[config.mk]
export PLATFORM = sky130hd
export DESIGN_NAME = coin_sync_gen
export DESIGN_NICKNAME = d
export VERILOG_FILES = /design/src/rtl/coin_sync_pkg.sv /design/src/rtl/csg_phase_ctr.sv /design/src/rtl/csg_edge_pred.sv /design/src/rtl/csg_out_gate.sv /design/src/rtl/coin_sync_gen.sv
export SDC_FILE = /design/constraint.sdc
export NUM_CORES = 1
export LEC_CHECK = 0
export BUFFER_PORTS_ARGS = -buffer_cell sky130_fd_sc_hd__clkbuf_2
export CAP_MARGIN = 40
export CORE_MARGIN = 3
export CORE_UTILIZATION = 55
export DETAILED_ROUTE_END_ITERATION = 12
export GPL_TIMING_DRIVEN = 0
export PLACE_DENSITY_LB_ADDON = 0.05
export SYNTH_ARGS = -nofsm -noshare
export SYNTH_HDL_FRONTEND = slang
export SYNTH_SLANG_ARGS = --single-unit
[constraint.sdc]
create_clock -name src_clk -period 12.65 [get_ports src_clk]
set_input_delay 2.53 -clock src_clk [delete_from_list [all_inputs] [get_ports src_clk]]
set_output_delay 2.53 -clock src_clk [all_outputs]
set_load 0.02 [all_outputs]
[src/rtl/coin_sync_pkg.sv]
package coin_sync_pkg;
   localparam int unsigned MON_CNT = 2;
   typedef enum int unsigned {
      MON_A = 0,
      MON_C = 1
   } mon_e;
endpackage

[src/rtl/csg_phase_ctr.sv]
module csg_phase_ctr #(
   parameter int DIV_W = 5
) (
   input  logic             clk,
   input  logic             rst_n,
   input  logic [DIV_W-1:0] step,
   output logic             at_boundary,
   output logic             wrap,
   output logic             tog
);
   logic [DIV_W-1:0] phase;

   assign wrap        = (phase == step - 1'b1);
   assign at_boundary = (phase == '0);

   always_ff @(posedge clk) begin
      if (!rst_n) begin
         phase <= '0;
         tog   <= 1'b1;
      end else if (wrap) begin
         phase <= '0;
         tog   <= ~tog;
      end else begin
         phase <= phase + 1'b1;
      end
   end

   // position inside the faster period never leaves its range
   p_phase_range_r9: assert property (@(posedge clk) disable iff (!rst_n)
      phase < step);
endmodule

[src/rtl/csg_edge_pred.sv]
module csg_edge_pred #(
   parameter int DIV_W = 5
) (
   input  logic             clk,
   input  logic             rst_n,
   input  logic [DIV_W-1:0] div,
   input  logic [DIV_W-1:0] step,
   input  logic             adv,
   output logic             hit
);
   localparam int EW = DIV_W + 1;

   logic [EW-1:0] div_x, two_p, s1, s2, sum, next_r, res;

   assign div_x  = {1'b0, div};
   assign two_p  = {step, 1'b0};
   assign s1     = (two_p >= div_x) ? two_p - div_x : two_p;
   assign s2     = (s1 >= div_x) ? s1 - div_x : s1;
   assign sum    = res + {1'b0, step};
   assign next_r = (sum >= div_x) ? sum - div_x : sum;
   assign hit    = (res == '0);

   always_ff @(posedge clk) begin
      if (!rst_n)   res <= s2;
      else if (adv) res <= next_r;
   end

   // residue of the look-ahead edge stays below the ratio
   p_res_bound_r3: assert property (@(posedge clk) disable iff (!rst_n)
      res < div_x);
   // the faster clock itself rises on every look-ahead edge
   p_fast_hit_r2: assert property (@(posedge clk) disable iff (!rst_n)
      (div == step) |-> hit);
endmodule

[src/rtl/csg_out_gate.sv]
module csg_out_gate #(
   parameter int BOUNDARY_FREEZE = 1
) (
   input  logic clk,
   input  logic rst_n,
   input  logic at_boundary,
   input  logic pulse_due,
   input  logic en_in,
   output logic sync_n
);
   logic en_use;

   generate
      if (BOUNDARY_FREEZE != 0) begin : g_aligned
         logic en_q;
         assign en_use = at_boundary ? en_in : en_q;
         always_ff @(posedge clk) begin
            if (!rst_n) en_q <= 1'b1;
            else        en_q <= en_use;
         end
         // output moves only on faster-period boundaries
         p_edge_on_boundary_r9: assert property (@(posedge clk) disable iff (!rst_n)
            (sync_n != $past(sync_n)) |-> $past(at_boundary));
      end else begin : g_direct
         assign en_use = en_in;
      end
   endgenerate

   always_ff @(posedge clk) begin
      if (!rst_n) sync_n <= 1'b1;
      else        sync_n <= en_use & ~pulse_due;
   end

   // a parked output reads low
   p_parked_low_r8: assert property (@(posedge clk) disable iff (!rst_n)
      !en_use |=> !sync_n);
endmodule

[src/rtl/coin_sync_gen.sv]
module coin_sync_gen
   import coin_sync_pkg::*;
#(
   parameter int DIV_W           = 5,
   parameter int BOUNDARY_FREEZE = 1
) (
   input  logic             src_clk,
   input  logic             rst_n,
   input  logic [DIV_W-1:0] ratio_a,
   input  logic [DIV_W-1:0] ratio_c,
   input  logic             sync_en,
   output logic             sync_n
);
   generate
      if (DIV_W < 2 || DIV_W > 16) begin : g_bad_width
         $error("coin_sync_gen: DIV_W out of range");
      end
      if (BOUNDARY_FREEZE != 0 && BOUNDARY_FREEZE != 1) begin : g_bad_mode
         $error("coin_sync_gen: BOUNDARY_FREEZE must be 0 or 1");
      end
   endgenerate

   logic [DIV_W-1:0] ratios [MON_CNT];
   logic [MON_CNT-1:0] hits;
   logic [DIV_W-1:0] step;
   logic same, at_boundary, wrap, tog, pulse_due;

   assign ratios[MON_A] = ratio_a;
   assign ratios[MON_C] = ratio_c;
   assign step = (ratio_a < ratio_c) ? ratio_a : ratio_c;
   assign same = (ratio_a == ratio_c);

   csg_phase_ctr #(.DIV_W(DIV_W)) u_phase (
      .clk(src_clk), .rst_n(rst_n), .step(step),
      .at_boundary(at_boundary), .wrap(wrap), .tog(tog)
   );

   generate
      for (genvar i = 0; i < MON_CNT; i++) begin : g_mon
         csg_edge_pred #(.DIV_W(DIV_W)) u_pred (
            .clk(src_clk), .rst_n(rst_n), .div(ratios[i]), .step(step),
            .adv(wrap), .hit(hits[i])
         );
      end
   endgenerate

   // with equal ratios every edge is shared, so alternate periods are used
   assign pulse_due = (&hits) & (~same | tog);

   csg_out_gate #(.BOUNDARY_FREEZE(BOUNDARY_FREEZE)) u_gate (
      .clk(src_clk), .rst_n(rst_n), .at_boundary(at_boundary),
      .pulse_due(pulse_due), .en_in(sync_en), .sync_n(sync_n)
   );

   // equal ratios never produce two pulses in consecutive periods
   p_equal_alt_r4: assert property (@(posedge src_clk) disable iff (!rst_n)
      (same && wrap && pulse_due) |=> !pulse_due);
endmodule

# Yosys cells after proc, flatten, opt, wreduce, memory -nomap -nowiden
# Cells that the tools add are included.
# totals
output_inout_bits	1
wordCells	50
reg_bits	20
# op_classes
eq_ne	3
n_lt_le_gt_ge	7
n_mux	12
n_reduce_logical	5
bitwise_logic	7
addsub	10
# ops
op	n
two-way mux 6 bit	10
greater-or-equal comparator 6 x 5 -> 1 bit	6
subtractor 6 x 5 -> 6 bit	6
adder 6 x 5 -> 6 bit	2
zero test 6 bit	2
== test 5 bit	2
adder 5 x 1 -> 5 bit (second input constant)	1
zero test 5 bit	1
less-than comparator 5 bit	1
two-way mux 5 bit	1
subtractor 5 x 1 -> 5 bit (second input constant)	1
inverter 1 bit	4
bitwise AND 1 bit	2
!= test 2 x 1 -> 1 bit (second input constant)	1
AND reduction 2 bit	1
OR reduction 2 bit	1
two-way mux 1 bit	1
OR 1 bit	1

# Longest topological paths before layout
# Gate-level depths: netlist of run 1.
# depth
word_depth	7
ltp_mapped	24
mapped_depth_nobuf	23

# Modules after synthesis
# Synthesis of run 1 repeated with hierarchy kept, for this count alone.
# hier_totals
cells_unflattened	384
hier_area_um2	3408.3
# by_module_without_submodules
mod	seq_area_each_um2	cells_each	area_per_inst_um2	instances
csg_edge_pred (g_mon[1].u_pred)	180.2	157	1383.8	1
csg_edge_pred (g_mon[0].u_pred)	180.2	159	1346.3	1
csg_phase_ctr	120.1	41	411.6	1
coin_sync_gen	0.0	22	207.7	1
csg_out_gate	40.0	5	58.8	1

# Least setup slack after synthesis of run 1
# Ideal clock, no wire load.
# synth_path
kind	in2reg
startpoint	in ratio_c[1]
endpoint	reg g_mon[1].u_pred.res[1], data pin
setup_ns	0.149
n_path_buf	1
path_slack_ns	5.145
t_required_ns	12.501
arrival_ns	7.356
path_stages	24
cell_sequence	inv_1 > ha_1 > nand4_2 > o221ai_4 > mux2i_1 > inv_1 > ha_1 > ha_1 > nand2b_1 > a21oi_1 > o21ai_0 > a21oi_1 > buf_2 > nor2_1 > a21oi_1 > ha_1 > nor2b_1 > o21ai_0 > nand2b_1 > a21oi_1 > o21ai_0 > nor2_1 > mux2_2 > mux2i_1
# synth_via
elab_chain_len	7
word_cells_on_any_way	14
cone_classes	add/sub: 4; order compare: 4; mux: 6
# synth_lines
element	line_no	text
start, declared	coin_sync_gen.sv:10	input logic [DIV_W-1:0] ratio_c,
less-than comparator 5 bit	coin_sync_gen.sv:30	assign step = (ratio_a < ratio_c) ? ratio_a : ratio_c;
two-way mux 5 bit	coin_sync_gen.sv:30	
subtractor 6 x 5 -> 6 bit (tied with other cells)	csg_edge_pred.sv:17	assign s1 = (two_p >= div_x) ? two_p - div_x : two_p;
two-way mux 6 bit (tied with other cells)	csg_edge_pred.sv:17	
subtractor 6 x 5 -> 6 bit (tied with other cells)	csg_edge_pred.sv:18	assign s2 = (s1 >= div_x) ? s1 - div_x : s1;
two-way mux 6 bit (on tied branches)	csg_edge_pred.sv:18, csg_edge_pred.sv:25	
two-way mux 6 bit (*)	csg_edge_pred.sv:24	if (!rst_n) res <= s2;
end signal, assigned	csg_edge_pred.sv:25	else if (adv) res <= next_r;
end, declared	csg_edge_pred.sv:13	logic [EW-1:0] div_x, two_p, s1, s2, sum, next_r, res;
# Every way passes the cells marked *; elsewhere a longest branch is shown, timed or not. The select of a mux whose other input is x is not followed.
# A chain may end at the register's enable or synchronous reset.

# Worst setup path in the final report of run 1
# layout_path
startpoint	in ratio_c[1]
endpoint	reg g_mon[1].u_pred.res[4], data pin
# Same word-level chain as after synthesis.

==> impl_metrics.json, run 1 <==
{
  "cts_root_buffer": "clkbuf_8",
  "grt_pass1_vias": 2482,
  "vias_per_cell": 5.787,
  "fin_tns_setup_ns": 0,
  "setup_ws_ns": 4.040,
  "synth_fa_ha_area_frac": 0.2295,
  "power_density_nw_per_um2": 235.7,
  "start_kind": "primary input",
  "wl_um": 7579,
  "cp-end-kind": "register",
  "first_pass_iters": 4,
  "wl_per_cell_um": 16.13,
  "slew_violations": 0,
  "portBuffers": 13,
  "final_common_cell": "ha_1",
  "synth_area_um2": 3206,
  "die_w_um": 82.35,
  "p_clk_frac": 0.057,
  "p_switching_uw": 384.4,
  "ant_nets": 0,
  "synth_edf_count": 12,
  "io_pins": 14,
  "clkSlewWorstSetupHoldPaths_ns": 0.09,
  "power_uw": 804.6,
  "synth_cell_types": 57,
  "place.gp.congestion": 0.8804,
  "p_sw_frac": 0.4778,
  "clockBufferDepth": 2,
  "post_cts_buffers": 0,
  "yosysSeqAreaShare": 0.1624,
  "synthXorXnorAreaFrac": 0.08743,
  "grtUsageMet2": 0.3574,
  "top_usage_layer": "met2",
  "synth_top_area_frac": 0.1795,
  "finalCritPeriodShare": 0.6807,
  "clk_latency_ns": 0.27,
  "htreeDepth": 1,
  "synth_area_leader_cell": "ha_1",
  "cts_buffers": 3,
  "synthArstFlopShare": 0,
  "maxCapViolCount": 0,
  "die_area_um2": 6781,
  "design.core.area_um2": 5574,
  "synth_top_family_by_area": "adder cells",
  "hold_viol": 0,
  "worstPathArrival_ns": 8.62,
  "finalSetupViolCount": 0,
  "required_ns": 12.66,
  "intPower_uw": 420.2,
  "antenna_found_initial": 0,
  "min_path_type": "reg2reg",
  "rows": 27,
  "status": "completed",
  "grtUsageMet3": 0.04881,
  "synth_cells": 380,
  "avgSynthCellArea_um2": 8.436,
  "synth_nets": 447,
  "critical_path_class": "in2reg",
  "layout_common_cells": "ha_1 (46), inv_1 (41), a21oi_1 (37)",
  "nNetsFinal": 466,
  "relSlewSlack": 0.3968,
  "synth_flop_cell": "edfxtp_1",
  "fmax_mhz": 116.1,
  "power_frac_comb": 0.787,
  "ir_drop_v": 0.0001122,
  "initial_core_util": 0.5751,
  "syn_to_final_growth_pct": 6.479,
  "die_y_um": 82.35,
  "yosys.area_share.simple": 0.1565,
  "muxShareOfSynthArea": 0.09407,
  "grt_max_degree": 18,
  "met1_usage": 0.3567,
  "worst_pin_slew_ns": 0.8796,
  "skew_ns": 0.009414,
  "diodes": 0,
  "place_hpwl_um": 6205,
  "cts_hold_buf": 0,
  "ys_warn_count": 0,
  "clock_sinks": 20,
  "drc": 0,
  "grt_util_all_layers": 0.2411,
  "fin_crit_ns": 8.610,
  "cts-resized-gates": 0,
  "grt_overflow": 0,
  "ys_ff_latch": 20,
  "synth_area_leaders": "ha_1 (18%), edfxtp_1 (11%), mux2i_1 (6.2%), a21oi_1 (5.8%), xnor2_1 (5.5%)",
  "drt_iter0_drc": 128,
  "grt_pass1_wl_um": 12380,
  "rsz0062_at_grt": "no",
  "dp_slack_ns": 3.846,
  "synth_compound_area_frac": 0.2112,
  "vias": 2720,
  "nFillCells": 509,
  "crit_fanout": 10,
  "cts_tree": "yes",
  "drive_gt1_frac": 0.09799,
  "p_seq_frac": 0.156,
  "power_leakage_nw": 1.586
}
-- routing by layer --
metal / wire length, um / vias to the layer above
met1: 3801 / 1264
met4: 91 / 0
met5: 0 / -
met2: 3366 / 44
met3: 319 / 9
li1: - / 1403
-- critical path: stages --
cell and delay (ns):
clkbuf_2 0.16, inv_1 0.17, ha_1 0.34, nand4_2 0.15, o221ai_4 0.37, mux2i_1 0.79, inv_1 0.25, ha_1 0.36
ha_1 0.18, nand2b_1 0.13, a21oi_1 0.19, o21ai_0 0.16, a21oi_1 0.30, buf_2 0.27, nor2_1 0.07, a21oi_1 0.18
ha_1 0.34, nor2b_1 0.17, o21ai_0 0.15, nand2b_1 0.10, a21oi_1 0.20, o21ai_0 0.14, nor2_1 0.40, mux2i_1 0.40
mux2i_1 0.12
-- synthesized netlist by cell type, types with 4 or more instances --
library cell	instances
nand3_1	4
xor2_1	12
o21a_1	4
inv_1	41
nor2_1	26
fa_1	8
a22oi_1	4
mux2i_1	20
a21o_1	11
ha_1	46
dfxtp_1	8
nor2b_1	10
nand4_1	4
edfxtp_1	12
mux2_2	7
o21ai_0	20
nand2_1	19
a21oi_1	37
nand2b_1	9
o21bai_1	4
xnor2_1	20
-- cells by family after synthesis --
group,Yosys count
compound gates,103
flops,20
xor+xnor,32
fa+ha+maj,54
buf+inv,48
mux,28
simple gates,95
-- path summary, 6_finish.rpt --
kind	start	endpoint	slack, ns	depth (start not counted)
hold reg to reg	u_phase.phase[0]	u_phase.phase[0]	0.50	1
setup reg to reg	g_mon[0].u_pred.res[0]	g_mon[0].u_pred.res[0]	9.34	14
hold / removal	u_phase.phase[0]	u_phase.phase[0]	0.50	1
setup / recovery	ratio_c[1]	g_mon[1].u_pred.res[4]	4.04	25
-- power by group through the flow --
stage	Combinational [mW]	Clock, mW	Sequential, mW
6_report	0.633	0.0460	0.125
5_1_grt	0.717	0.0494	0.129
4_1_cts	0.631	0.0474	0.126
3_5_place_dp	0.625	0	0.127
3_3_place_gp	0.611	0	0.126
2_1_floorplan	0.514	0	0.121
-- flip-flops by register name (all words and copies together), names as in the netlist --
register               cells
g_mon.u_pred.res          12
u_gate.g_aligned.en_q      1
u_gate.sync_n              1
u_phase.phase              5
u_phase.tog                1
-- per-stage QoR --
step,hold slack (ns),util,std cells,instance area [um2]
finish,0.4954,0.6123,470,3413
CTS,0.5037,0.6123,470,3413
floorplan,0.4375,-,380,3206
global placement,0.4613,0.6029,465,3361
detailed placement,0.4819,0.6043,466,3368
global route,0.5260,0.6123,470,3413
-- final cells by class --
type | count | area [um2] | share of cell area
plain buffers | 6 | 26.28 | 0.007698
clock buffers | 3 | 41.29 | 0.01210
clock inverters | 1 | 3.754 | 0.001100
inverters | 42 | 162.7 | 0.04765
multi-input cells | 312 | 2496 | 0.7313
flip-flops and latches | 20 | 520.5 | 0.1525
well taps | 72 | 90.09 | 0.02639
repair buffers | 14 | 72.57 | 0.02126
No activity file was read; power rests on OpenSTA's default activity.
==> run 2: changes to the inputs <==
Clock period 12.65 ns to 7.9 ns, I/O delays scaled along.
==> run 2 against run 1 <==
Register-to-register slack lost 4.7 ns. Power grew 61%. Global-route usage is the same. Die area stayed put. Core utilization rose by 0.22 points. Non-clock buffer count unchanged. Worst hold slack about the same. Via count increased by 0.88%. Critical endpoint unchanged.
==> impl_metrics.json, run 2 (synthesized netlist as in run 1, its figures left out) <==
{
  "rsz0062_at_grt": "no",
  "cts_root_buffer": "clkbuf_8",
  "largest_reg_flops": 12,
  "finalCritPeriodShare": 0.9298,
  "finalInstanceArea_um2": 3426,
  "design.core.area_um2": 5574,
  "clock_sinks": 20,
  "skew_ns": 0.01135,
  "io_pins": 14,
  "drive_gt1_frac": 0.1005,
  "power_density_nw_per_um2": 377.0,
  "hold_slack_ns": 0.4957,
  "syn_to_final_growth_pct": 6.870,
  "largestRegisters": "g_mon.u_pred.res: 12 flops, u_phase.phase: 5 flops",
  "drc": 0,
  "antenna_found_initial": 0,
  "final_common_cell": "ha_1",
  "layout_common_cells": "ha_1 (46), inv_1 (41), a21oi_1 (37)",
  "max_stage_delay_ns": 0.63,
  "cp_cell_sequence": "clkbuf_2 > inv_1 > ha_1 > nand4_2 > o221ai_4 > nor2_1 > a21oi_1 > inv_1 > ha_1 > a21oi_1 > o21ai_0 > a21oi_1 > buf_2 > nor2_1 > a21oi_1 > ha_1 > nor2b_1 > o21ai_0 > nand2b_1 > a21oi_1 > o21ai_0 > nor2_1 > mux2i_1 > mux2i_1",
  "cp-end-kind": "register",
  "place.gp.congestion": 0.8804,
  "htreeDepth": 1,
  "die_area_um2": 6781,
  "finalSetupViolCount": 0,
  "maxCapViolCount": 0,
  "placed_cell_area_um2": 3368,
  "fin_tns_setup_ns": 0,
  "grt_pass1_vias": 2482,
  "multiInputGateArea_um2": 2509,
  "ant_nets": 0,
  "clk_latency_ns": 0.27,
  "crit_path_top_delay_cell": "a21oi_1",
  "grt_max_degree": 18,
  "clkSlewWorstSetupHoldPaths_ns": 0.09,
  "hold_viol": 0,
  "worst_pin_slew_ns": 0.8093,
  "fin_crit_ns": 7.345,
  "crit_top_cell": "a21oi_1",
  "cts_tree": "yes",
  "nFillCells": 507,
  "relSlewSlack": 0.4450,
  "seqCellArea_um2": 520.5,
  "cts_buffers": 3,
  "grt_pass1_wl_um": 12380,
  "die_y_um": 82.35,
  "vias": 2744,
  "initial_core_util": 0.5751,
  "place_hpwl_um": 6205,
  "ir_drop_v": 0.0001814,
  "wl_um": 7587,
  "path_buf_inv": 4,
  "wl_per_cell_um": 16.14,
  "drt_iter0_drc": 119,
  "start_kind": "primary input",
  "critical-path-top-delay-family": "compound AO/OA/AOI/OAI gates",
  "vias_per_cell": 5.838,
  "grt_util_all_layers": 0.2411,
  "fmax_mhz": 136.1,
  "slew_violations": 0,
  "first_pass_iters": 4,
  "final_util": 0.6146,
  "diodes": 0,
  "nNetsFinal": 466,
  "min_path_type": "reg2reg",
  "portBuffers": 13,
  "required_ns": 7.91,
  "rows": 27,
  "crit_fanout": 10,
  "die_w_um": 82.35,
  "clockBufferDepth": 2,
  "grt_overflow": 0,
  "critical_path_class": "in2reg",
  "power_mw": 1.292,
  "regMostFlops": "g_mon.u_pred.res",
  "power_leakage_nw": 1.586,
  "worstPathArrival_ns": 7.35,
  "status": "completed"
}
run 2: changes by cell type in the layout (fill, tap and decap cells not counted):
cell     change
mux2i_1      -1
mux2i_4      +1
run 2: final timing paths:
path,start,end,slack (ns),depth (start not counted)
worst max-delay path,ratio_c[1],g_mon[1].u_pred.res[4],0.55,24
worst min-delay path,u_phase.phase[0],u_phase.phase[0],0.50,1
worst max register to register,g_mon[0].u_pred.res[0],g_mon[0].u_pred.res[0],4.61,14
worst min register to register,u_phase.phase[0],u_phase.phase[0],0.50,1
run 2: stage by stage:
stage / cells / setup slack, ns
final: 470 / 0.5547
after detailed placement: 466 / 0.04598
after global placement: 465 / 0.05696
after global routing: 470 / 0.007465
after CTS: 470 / 0.2963
after floorplan: 380 / 1.345
run 2: area by class of cell:
class | count | area share
clock buffer | 3 | 0.01205
inverter | 42 | 0.04748
multi-input combinational | 312 | 0.7323
sequential | 20 | 0.1519
buffer | 6 | 0.007670
timing repair buffer | 14 | 0.02118
tap | 72 | 0.02630
clock inverter | 1 | 0.001096
run 2: timing repair:
item,4_1_cts,5_1_grt
buffers inserted,0,0
setup endpoints to repair,0,5
hold buffers,0,0
hold endpoints to repair,0,0
gates resized for setup,0,2
run 2: report_power, final:
group	switching, mW	total, mW	internal, mW
Combinational	0.551	1.02	0.466
Sequential	0.0281	0.201	0.173
Clock	0.0387	0.0736	0.0348
Total	0.618	1.29	0.674
run 2: metal layers:
metal / share of wire / global-route usage / vias up / wire length [um]
met1: 0.49 / 0.3567 / 1269 / 3753
met5: 0 / 0 / - / 0
met2: 0.44 / 0.3574 / 62 / 3344
met4: 0.012 / 0.05482 / 0 / 89
li1: - / - / 1402 / -
met3: 0.053 / 0.04881 / 11 / 400
